==> config.mk <==
export PLATFORM = sky130hd
export DESIGN_NAME = irq_steer_top
export DESIGN_NICKNAME = d
export VERILOG_FILES = /design/src/rtl/irq_steer_pkg.sv /design/src/rtl/irq_steer_ctrl.sv /design/src/rtl/irq_steer_datapath.sv /design/src/rtl/irq_steer_top.sv
export SDC_FILE = /design/constraint.sdc
export NUM_CORES = 1
export LEC_CHECK = 0
export BUFFER_PORTS_ARGS = -buffer_cell sky130_fd_sc_hd__buf_2
export CAP_MARGIN = 20
export CORE_MARGIN = 2
export CORE_UTILIZATION = 30
export CTS_BUF_LIST = sky130_fd_sc_hd__clkbuf_8
export DETAILED_ROUTE_END_ITERATION = 8
export PLACE_DENSITY = 0.47
export SLEW_MARGIN = 30
export SYNTH_ARGS = -nofsm -noshare
export SYNTH_HDL_FRONTEND = slang
export SYNTH_SLANG_ARGS = --single-unit
==> constraint.sdc <==
create_clock -name clk -period 5.1 [get_ports clk]
set_input_delay 1.02 -clock clk [delete_from_list [all_inputs] [get_ports clk]]
set_output_delay 1.02 -clock clk [all_outputs]
set_load 0.1 [all_outputs]
==> src/rtl/irq_steer_pkg.sv <==
package irq_steer_pkg;

  localparam int LINE_CNT = 4;
  localparam int LINE_W   = 2;
  localparam int SLOT_W   = 5;
  localparam int REG_W    = 8;

  localparam logic [REG_W-1:0] ROUTE_RESET = 8'h80;

  localparam logic [SLOT_W-1:0] FIXED_SLOT_A = 5'd10;
  localparam logic [SLOT_W-1:0] FIXED_SLOT_B = 5'd11;
  localparam logic [SLOT_W-1:0] FIXED_SLOT_C = 5'd12;
  localparam logic [SLOT_W-1:0] ROT_SLOT_LO  = 5'd18;
  localparam logic [SLOT_W-1:0] ROT_SLOT_HI  = 5'd21;

  typedef struct packed {
    logic [LINE_CNT-1:0] load;
    logic [REG_W-1:0]    value;
  } steer_strobe_t;

  // Fold a device (slot, pin) onto one of the shared lines.
  function automatic logic [LINE_W-1:0] foldLine(input logic [SLOT_W-1:0] slot,
                                                 input logic [LINE_W-1:0] pin);
    logic [SLOT_W-1:0] offs;
    offs = slot - ROT_SLOT_LO;
    if (slot == FIXED_SLOT_A)      foldLine = 2'd3;
    else if (slot == FIXED_SLOT_B) foldLine = 2'd1;
    else if (slot == FIXED_SLOT_C) foldLine = 2'd2;
    else if (slot >= ROT_SLOT_LO && slot <= ROT_SLOT_HI)
      foldLine = offs[LINE_W-1:0] + pin;
    else
      foldLine = pin;
  endfunction

endpackage

==> src/rtl/irq_steer_ctrl.sv <==
module irq_steer_ctrl
  import irq_steer_pkg::*;
(
  input  logic                      clk,
  input  logic                      rstN,
  input  logic                      wrEn,
  input  logic [LINE_W-1:0]         wrIdx,
  input  logic [REG_W-1:0]          wrData,
  output steer_strobe_t             strb
);

  logic [LINE_CNT-1:0] loadVec;

  for (genvar k = 0; k < LINE_CNT; k++) begin : g_dec
    assign loadVec[k] = wrEn && (wrIdx == LINE_W'(k));
  end

  assign strb.load  = loadVec;
  assign strb.value = wrData;


  strobe_onehot_chk: assert property (@(posedge clk) disable iff (!rstN)
    $onehot0(strb.load));


  strobe_present_chk: assert property (@(posedge clk) disable iff (!rstN)
    wrEn |-> (strb.load != '0));

endmodule

==> src/rtl/irq_steer_datapath.sv <==
module irq_steer_datapath
  import irq_steer_pkg::*;
#(
  parameter int NUM_DEV = 8,
  parameter int NUM_ISA = 16
) (
  input  logic                      clk,
  input  logic                      rstN,
  input  steer_strobe_t             strb,
  input  logic [NUM_DEV*SLOT_W-1:0] devSlot,
  input  logic [NUM_DEV*LINE_W-1:0] devPin,
  input  logic [NUM_DEV-1:0]        devLevel,
  input  logic [LINE_W-1:0]         rdIdx,
  output logic [REG_W-1:0]          rdData,
  output logic [NUM_ISA-1:0]        isaIrq
);

  localparam int ISA_IDX_W = $clog2(NUM_ISA);

  logic [REG_W-1:0]    routeReg [LINE_CNT];
  logic [LINE_W-1:0]   devLine  [NUM_DEV];
  logic [LINE_CNT-1:0] lineLevel;

  always_ff @(posedge clk or negedge rstN) begin
    if (!rstN) begin
      for (int k = 0; k < LINE_CNT; k++) routeReg[k] <= ROUTE_RESET;
    end else begin
      for (int k = 0; k < LINE_CNT; k++)
        if (strb.load[k]) routeReg[k] <= strb.value;
    end
  end

  assign rdData = routeReg[rdIdx];

  for (genvar d = 0; d < NUM_DEV; d++) begin : g_fold
    assign devLine[d] = foldLine(devSlot[d*SLOT_W +: SLOT_W], devPin[d*LINE_W +: LINE_W]);
  end

  always_comb begin
    lineLevel = '0;
    for (int d = 0; d < NUM_DEV; d++)
      if (devLevel[d]) lineLevel[devLine[d]] = 1'b1;
  end

  always_comb begin
    isaIrq = '0;
    for (int k = 0; k < LINE_CNT; k++)
      if (routeReg[k] < REG_W'(NUM_ISA))
        isaIrq[routeReg[k][ISA_IDX_W-1:0]] = isaIrq[routeReg[k][ISA_IDX_W-1:0]] | lineLevel[k];
  end

  for (genvar k = 0; k < LINE_CNT; k++) begin : g_chk

    load_take_chk: assert property (@(posedge clk) disable iff (!rstN)
      strb.load[k] |=> (routeReg[k] == $past(strb.value)));

    load_hold_chk: assert property (@(posedge clk) disable iff (!rstN)
      !strb.load[k] |=> $stable(routeReg[k]));
  end


  isa_bound_chk: assert property (@(posedge clk) disable iff (!rstN)
    $countones(isaIrq) <= LINE_CNT);


  isa_source_chk: assert property (@(posedge clk) disable iff (!rstN)
    (|isaIrq) |-> (|devLevel));

endmodule

==> src/rtl/irq_steer_top.sv <==
module irq_steer_top
  import irq_steer_pkg::*;
#(
  parameter int NUM_DEV = 8,
  parameter int NUM_ISA = 16
) (
  input  logic                      clk,
  input  logic                      rstN,
  input  logic [NUM_DEV*SLOT_W-1:0] devSlot,
  input  logic [NUM_DEV*LINE_W-1:0] devPin,
  input  logic [NUM_DEV-1:0]        devLevel,
  input  logic                      wrEn,
  input  logic [LINE_W-1:0]         wrIdx,
  input  logic [REG_W-1:0]          wrData,
  input  logic [LINE_W-1:0]         rdIdx,
  output logic [REG_W-1:0]          rdData,
  output logic [NUM_ISA-1:0]        isaIrq
);

  steer_strobe_t strb;

  irq_steer_ctrl u_ctrl (
    .clk    (clk),
    .rstN   (rstN),
    .wrEn   (wrEn),
    .wrIdx  (wrIdx),
    .wrData (wrData),
    .strb   (strb)
  );

  irq_steer_datapath #(.NUM_DEV(NUM_DEV), .NUM_ISA(NUM_ISA)) u_dp (
    .clk      (clk),
    .rstN     (rstN),
    .strb     (strb),
    .devSlot  (devSlot),
    .devPin   (devPin),
    .devLevel (devLevel),
    .rdIdx    (rdIdx),
    .rdData   (rdData),
    .isaIrq   (isaIrq)
  );

endmodule

==> run metrics, run 1 <==
status=complete, but fails checks; failing checks=setup timing; most frequent cells in the layout=142 x buf_4, 83 x buf_2, 67 x nand2_1, 39 x nor2_1, 35 x mux2_2; Worst Setup SP=devSlot[15]; asr flop ratio synth=100.0%; max_slew headroom=between 40% and 50%; Leakage Power=around 0.0032 uW; post-DP HPWL=15,790 um; Tot Pwr=1639 uW; Worst Path Required=approximately 4.1 ns; Synth Area in Compound Gates=29.01%; yosys warns=0; synthesis-to-layout area growth=46.97%; setup slack, reg-to-reg=3.95 ns; total grt overflow=0; largest net degree at the start of global routing=33; wire per inst=17.45 um; CTS tree=built; CP peak stage delay=0.39 ns; drt drc=0; part of the cycle the worst path needs=114.9%; mux cell area share after synthesis=roughly an eighth; first-pass GRT wire length=31,200 um; achievable frequency=170.7 MHz; reg2reg end=u_dp.routeReg[1]; die area=18,610 um2; Post-synth EDFFs=0; I/O pin cnt=a little over 100; Mapped Nets=763; placer congestion estimate=roughly 0.95; depth of the worst register-to-register path=1; DR vias/cell=around 5.7; ANT nets after route=0; die height=136.4 um; CTS sink cnt=32; Worst setup EP type=primary output; initial antenna violation count=1; RR Startpoint=u_dp.routeReg[1]; Crit-path slowest cell=or3b_4; Peak VDD IR=0.2932 mV; largest family of logic cells by synthesized area=simple AND/OR/NAND/NOR gates; core footprint=17,240 um2; crit path cell chain=buf_6 > ha_4 > or3b_4 > a2111oi_4 > a2111oi_4 > a21boi_4 > a2111oi_4 > buf_4 > nand3_4 > buf_6 > and4_4 > or3_4 > a311o_1 > a32oi_1 > and3_1 > o21ai_4 > mux2_4 > buf_12; post-synth cell types=95; Most flops, register=u_dp.routeReg; CP endpoint=isaIrq[6]; Skew-Pair Late Insertion Delay=0.28 ns; crit start category=input port; Synth Area in Adders=1.902%; final hold viol count=0; Mapped Cells=about 680; Hold WS=0.5510 ns; unrepaired setup endpoints after global routing=true; Setup CP Type=in2out; Fin Clk Skew=0 ns; # hold bufs at CTS=0; clk slew on worst S/H paths=approximately 0.06 ns; # H-tree levels=2; synthesis-stage register bit count=32; Die X=136.4 um; PwrDens=211.9 nW/um2; Clock Tree Root=clkbuf_8; Min-Delay Path Class=reg2reg; average cell area after synthesis=7.783 um2; slew at the pin closest to its max-slew limit=0.8148 ns; DR vias=6,359; First DRT Iteration DRCs=~370; Top FF cell, synth=dfrtp_1; # nets final=984; Num CTS Buffers=5; XOR/XNOR share of the synthesized area=1.998%; synthesized area=between 5000 and 6000 um2; Port Buffers=102; Tmin final=between 5 and 6 ns; Pre-antenna DRT Iters=5; fin. max-slew vios=0; Most common cell on crit path=a2111oi_4; setup ws final=-0.7594 ns; Synth Area in Simple Gates=34.03%; Initial Util=30.52%; Crit path arrival time=roughly 4.8 ns; crit-path max FO=8; commonest non-fill, non-tap cell in the layout=buf_4; vias in the first global route=6,267; Rows=48; final wirelength=19,620 um; register area share after synthesis=about 15%; largest registers=u_dp.routeReg x32; gr usage total=20.75%; fill count=1,699; max reg flops=32; deepest clock path buffer count=2; ratio of cells with drive above 1 in the final layout=42.32%; max-cap viol count=0; setup violators final=16
## synth_stat cells (4+ instances only)
| library cell | number | area (um2) |
|---|---|---|
| a21o_1 | 9 | 67.56 |
| or3_1 | 6 | 37.54 |
| nand2_1 | 67 | 251.5 |
| a221oi_1 | 5 | 43.79 |
| nor2b_1 | 26 | 162.7 |
| o221ai_1 | 5 | 43.79 |
| o22a_1 | 9 | 78.83 |
| nand3b_1 | 19 | 142.6 |
| nor3_1 | 18 | 90.09 |
| dfrtp_1 | 28 | 700.7 |
| a31o_2 | 5 | 43.79 |
| a21oi_1 | 31 | 155.2 |
| or4_1 | 5 | 37.54 |
| nand2b_1 | 14 | 87.58 |
| dfstp_2 | 4 | 105.1 |
| a31oi_1 | 13 | 81.33 |
| a211oi_1 | 7 | 52.55 |
| nor2_1 | 39 | 146.4 |
| ha_1 | 8 | 100.1 |
| xor2_1 | 4 | 35.03 |
| buf_2 | 5 | 25.02 |
| o31ai_1 | 6 | 45.04 |
| nand4_1 | 17 | 106.4 |
| nor3b_1 | 12 | 90.09 |
| mux2_2 | 37 | 416.7 |
| inv_1 | 26 | 97.59 |
| o211ai_1 | 15 | 112.6 |
| o21a_1 | 10 | 75.07 |
| mux4_2 | 8 | 180.2 |
| nand3_1 | 24 | 120.1 |
| a2bb2oi_1 | 4 | 35.03 |
| o21ai_0 | 26 | 130.1 |
| o22ai_1 | 6 | 37.54 |
| and3_1 | 14 | 87.58 |
| and4_1 | 5 | 43.79 |
| and2_1 | 7 | 43.79 |
| nor4_1 | 6 | 37.54 |
| and3b_1 | 5 | 43.79 |
| clkbuf_1 | 24 | 90.09 |
| xnor2_1 | 8 | 70.07 |
| mux2i_1 | 6 | 60.06 |
## stage by stage
| stage | util (%) | instance area (um2) | worst slack [ns] | TNS (ns) | cells |
|---|---|---|---|---|---|
| after global placement | 41.96 | 7233 | -0.7839 | -11.28 | 1103 |
| after CTS | 43.21 | 7448 | -0.7442 | -10.92 | 1116 |
| final | 44.86 | 7732 | -0.7594 | -11.17 | 1124 |
| after floorplan | - | 5355 | -0.6091 | -8.423 | 676 |
| after global routing | 44.86 | 7732 | -0.8809 | -13.12 | 1124 |
| after detailed placement | 41.96 | 7233 | -0.8702 | -12.37 | 1103 |
## per-layer routing
layer	track usage, %	part of all wire (%)	vias up
met5	0	0	-
li1	-	-	3074
met2	37.16	50	195
met4	5.266	2.1	0
met1	26.90	44	3053
met3	1.529	4.2	37
## report_power, final
group	switching (uW)	internal, uW	total, uW
clock network	95.1	144	240
registers	106	306	412
logic	578	409	987
total	780	859	1640
## worst max-delay path: cells and delay by family
| family | cells | cell delay [ns] |
|---|---|---|
| adders and majority gates | 1 | 0.15 |
| buffers and inverters | 4 | 0.63 |
| muxes | 1 | 0.31 |
| and+or+nand+nor | 5 | 1.26 |
| AOI/OAI and AO/OA | 7 | 1.47 |
## final cells by class
type | instances | area [um2] | area share [%]
multi-input combinational | 583 | 4542 | 58.74
timing repair buffer | 248 | 1888 | 24.42
sequential | 32 | 805.8 | 10.42
tap | 225 | 281.5 | 3.641
inverter | 27 | 101.3 | 1.311
clock buffer | 5 | 68.82 | 0.8900
clock inverter | 3 | 42.54 | 0.5502
antenna | 1 | 2.502 | 0.03236
## worst min path at each step
stage | from | end | slack (ns) | depth (start not counted)
global route | u_dp.routeReg[4] | u_dp.routeReg[4] | 0.57 | 1
detailed placement | u_dp.routeReg[6] | u_dp.routeReg[6] | 0.53 | 1
global placement | u_dp.routeReg[6] | u_dp.routeReg[6] | 0.52 | 1
finish | u_dp.routeReg[13] | u_dp.routeReg[13] | 0.55 | 1
CTS | u_dp.routeReg[4] | u_dp.routeReg[4] | 0.54 | 1
floorplan | u_dp.routeReg[5] | u_dp.routeReg[5] | 0.49 | 1
## logic make-up (layout without fill, tap and decap cells)
kind of cell,Yosys count,in the layout
AOI/OAI and AO/OA,200,200
xor gates and xnor gates,12,12
adders and majority gates,8,8
buffers and inverters,61,283
DFF,32,32
muxes,52,52
other,0,1
and+or+nand+nor,311,311
## repair_timing
item | 4_1_cts | 5_1_grt
endpoints found under the setup margin | 16 | 16
hold endpoints to repair | 0 | 0
cloned | 0 | 1
pin swaps | 13 | 25
setup buffers | 5 | 6
gates resized for setup | 15 | 44
Power figures use the tool's default switching activity.
==> run 2: changes to the inputs <==
Settings changed: SKIP_CTS_REPAIR_TIMING from default to 1.
==> run metrics, run 2 (synthesis results as in run 1) <==
die height=136.4 um; Worst Path Required=roughly 4 ns; vias in the first global route=6,216; fill count=roughly 1.7k; I/O pin cnt=103; achievable frequency=around 170 MHz; drt drc=0; first-pass GRT wire length=30,900 um; placer congestion estimate=0.9501; met3 WL=slightly below 900 um; core footprint=17,240 um2; power share of the combinational group=59.9%; P_int=852.2 uW; slew at the pin closest to its max-slew limit=0.7911 ns; depth of the worst register-to-register path=1; total grt overflow=0; fin. max-slew vios=0; DR vias=approximately 6.3k; CTS sink cnt=32; DR vias/cell=5.658; Die X=136.4 um; Placed Cells=1,103; sink of the worst hold path=u_dp.routeReg[13]; max layer used=met4; Initial Util=between 30 and 40%; Skew-Pair Late Insertion Delay=0.28 ns; Min-Delay Path Class=reg2reg; Switch Pwr=just under 800 uW; final hold viol count=0; max-cap viol count=0; Hold Crit Depth=1; post-DP HPWL=~16,000 um; max reg flops=32; largest registers=u_dp.routeReg x32; Setup CP Type=in2out; clk slew on worst S/H paths=around 0.06 ns; Leakage Power=0.003135 uW; RR Startpoint=u_dp.routeReg[1]; failing checks=setup timing; Rows=48; Worst setup EP type=primary output; Metal-1 WL=~8600 um; unrepaired setup endpoints after global routing=true; Peak VDD IR=0.2924 mV; reg2reg end=u_dp.routeReg[1]; ANT nets after route=0; final std cells w/o fill=1,120; part of the cycle the worst path needs=115.6%; Most flops, register=u_dp.routeReg; setup ws final=-0.7979 ns; Fin Clk Skew=0 ns; commonest non-fill, non-tap cell in the layout=buf_4; Clk pwr share=~15%; Tmin final=5.898 ns; crit start category=input port; most frequent cells in the layout=136 x buf_4, 86 x buf_2, 66 x nand2_1, 39 x nor2_1, 35 x mux2_2; synthesis-to-layout area growth=44.88%; Crit path arrival time=4.88 ns; gr usage total=20.56%; Sequential Power Share=25.4%; switching fraction of total power=47.53%; final core occ=44.22%; setup slack, reg-to-reg=slightly below 4 ns; deepest clock path buffer count=2; setup violators final=16; Port Buffers=102; max_slew headroom=47.14%; initial antenna violation count=1; largest net degree at the start of global routing=33; Pre-antenna DRT Iters=5; Clock Tree Root=clkbuf_8; ratio of cells with drive above 1 in the final layout=41.61%; setup tns final=-11.71 ns; Hold Crit Start=u_dp.routeReg[13]; final wirelength=19,570 um; # nets final=980; CTS tree=built; status=complete, but fails checks; Num CTS Buffers=5; First DRT Iteration DRCs=between 400 and 500; # H-tree levels=2; crit-path max FO=8; PwrDens=~210 nW/um2; wire per inst=between 15 and 20 um; Met2 Wirelength=9735 um; die area=between 15,000 and 20,000 um2
[run 2: worst max-delay path: stages]
cell and delay (ns):
buf_8 0.10, ha_4 0.15, or3b_4 0.41, a2111oi_4 0.37
a2111oi_4 0.06, a21boi_4 0.16, a2111oi_4 0.31, buf_4 0.20
buf_4 0.11, a31o_4 0.21, a21oi_2 0.09, or3_4 0.40
a311o_1 0.31, a32oi_1 0.16, and3_1 0.23, o21ai_4 0.11
mux2_4 0.31, buf_12 0.17
[run 2: per-stage QoR]
stage,power [uW],hold slack [ns],setup WS (ns),cell area (um2)
finish,1624,0.5502,-0.7979,7622
global placement,1310,0.5224,-0.7839,7233
global route,1716,0.5744,-0.9260,7622
detailed placement,1325,0.5256,-0.8702,7233
floorplan,987.8,0.4879,-0.6091,5355
CTS,1568,0.5444,-0.8598,7345
[run 2: per-layer routing]
layer	up-vias	track usage [%]
met3	32	1.230
met2	188	37.10
li1	3068	-
met1	3049	26.69
met5	-	0
met4	0	4.919
[run 2: final cells by class]
class / count / area (um2) / area share (%)
diodes: 1 / 2.502 / 0.03283
clock buffers: 5 / 68.82 / 0.9028
clock inverters: 3 / 42.54 / 0.5581
inverters: 27 / 101.3 / 1.330
multi-input cells: 583 / 4477 / 58.73
flip-flops and latches: 32 / 805.8 / 10.57
well taps: 225 / 281.5 / 3.693
repair buffers: 244 / 1843 / 24.18
[run 2: how the worst max path moves through the flow]
stage | startpoint | to | slack, ns | cells past startpoint
after CTS | devSlot[5] | isaIrq[6] | -0.86 | 17
after floorplan | devSlot[15] | isaIrq[2] | -0.61 | 14
final | devPin[6] | isaIrq[6] | -0.80 | 18
after global routing | devPin[6] | isaIrq[6] | -0.93 | 17
after global placement | devSlot[5] | isaIrq[6] | -0.78 | 17
after detailed placement | devSlot[5] | isaIrq[6] | -0.87 | 17
[run 2: power groups by stage]
| stage | clock network, uW | logic [uW] | registers (uW) |
|---|---|---|---|
| after floorplan | 0 | 645 | 343 |
| after CTS | 245 | 915 | 408 |
| after global placement | 0 | 901 | 410 |
| after detailed placement | 0 | 912 | 414 |
| after global routing | 257 | 1040 | 420 |
| final | 239 | 972 | 413 |
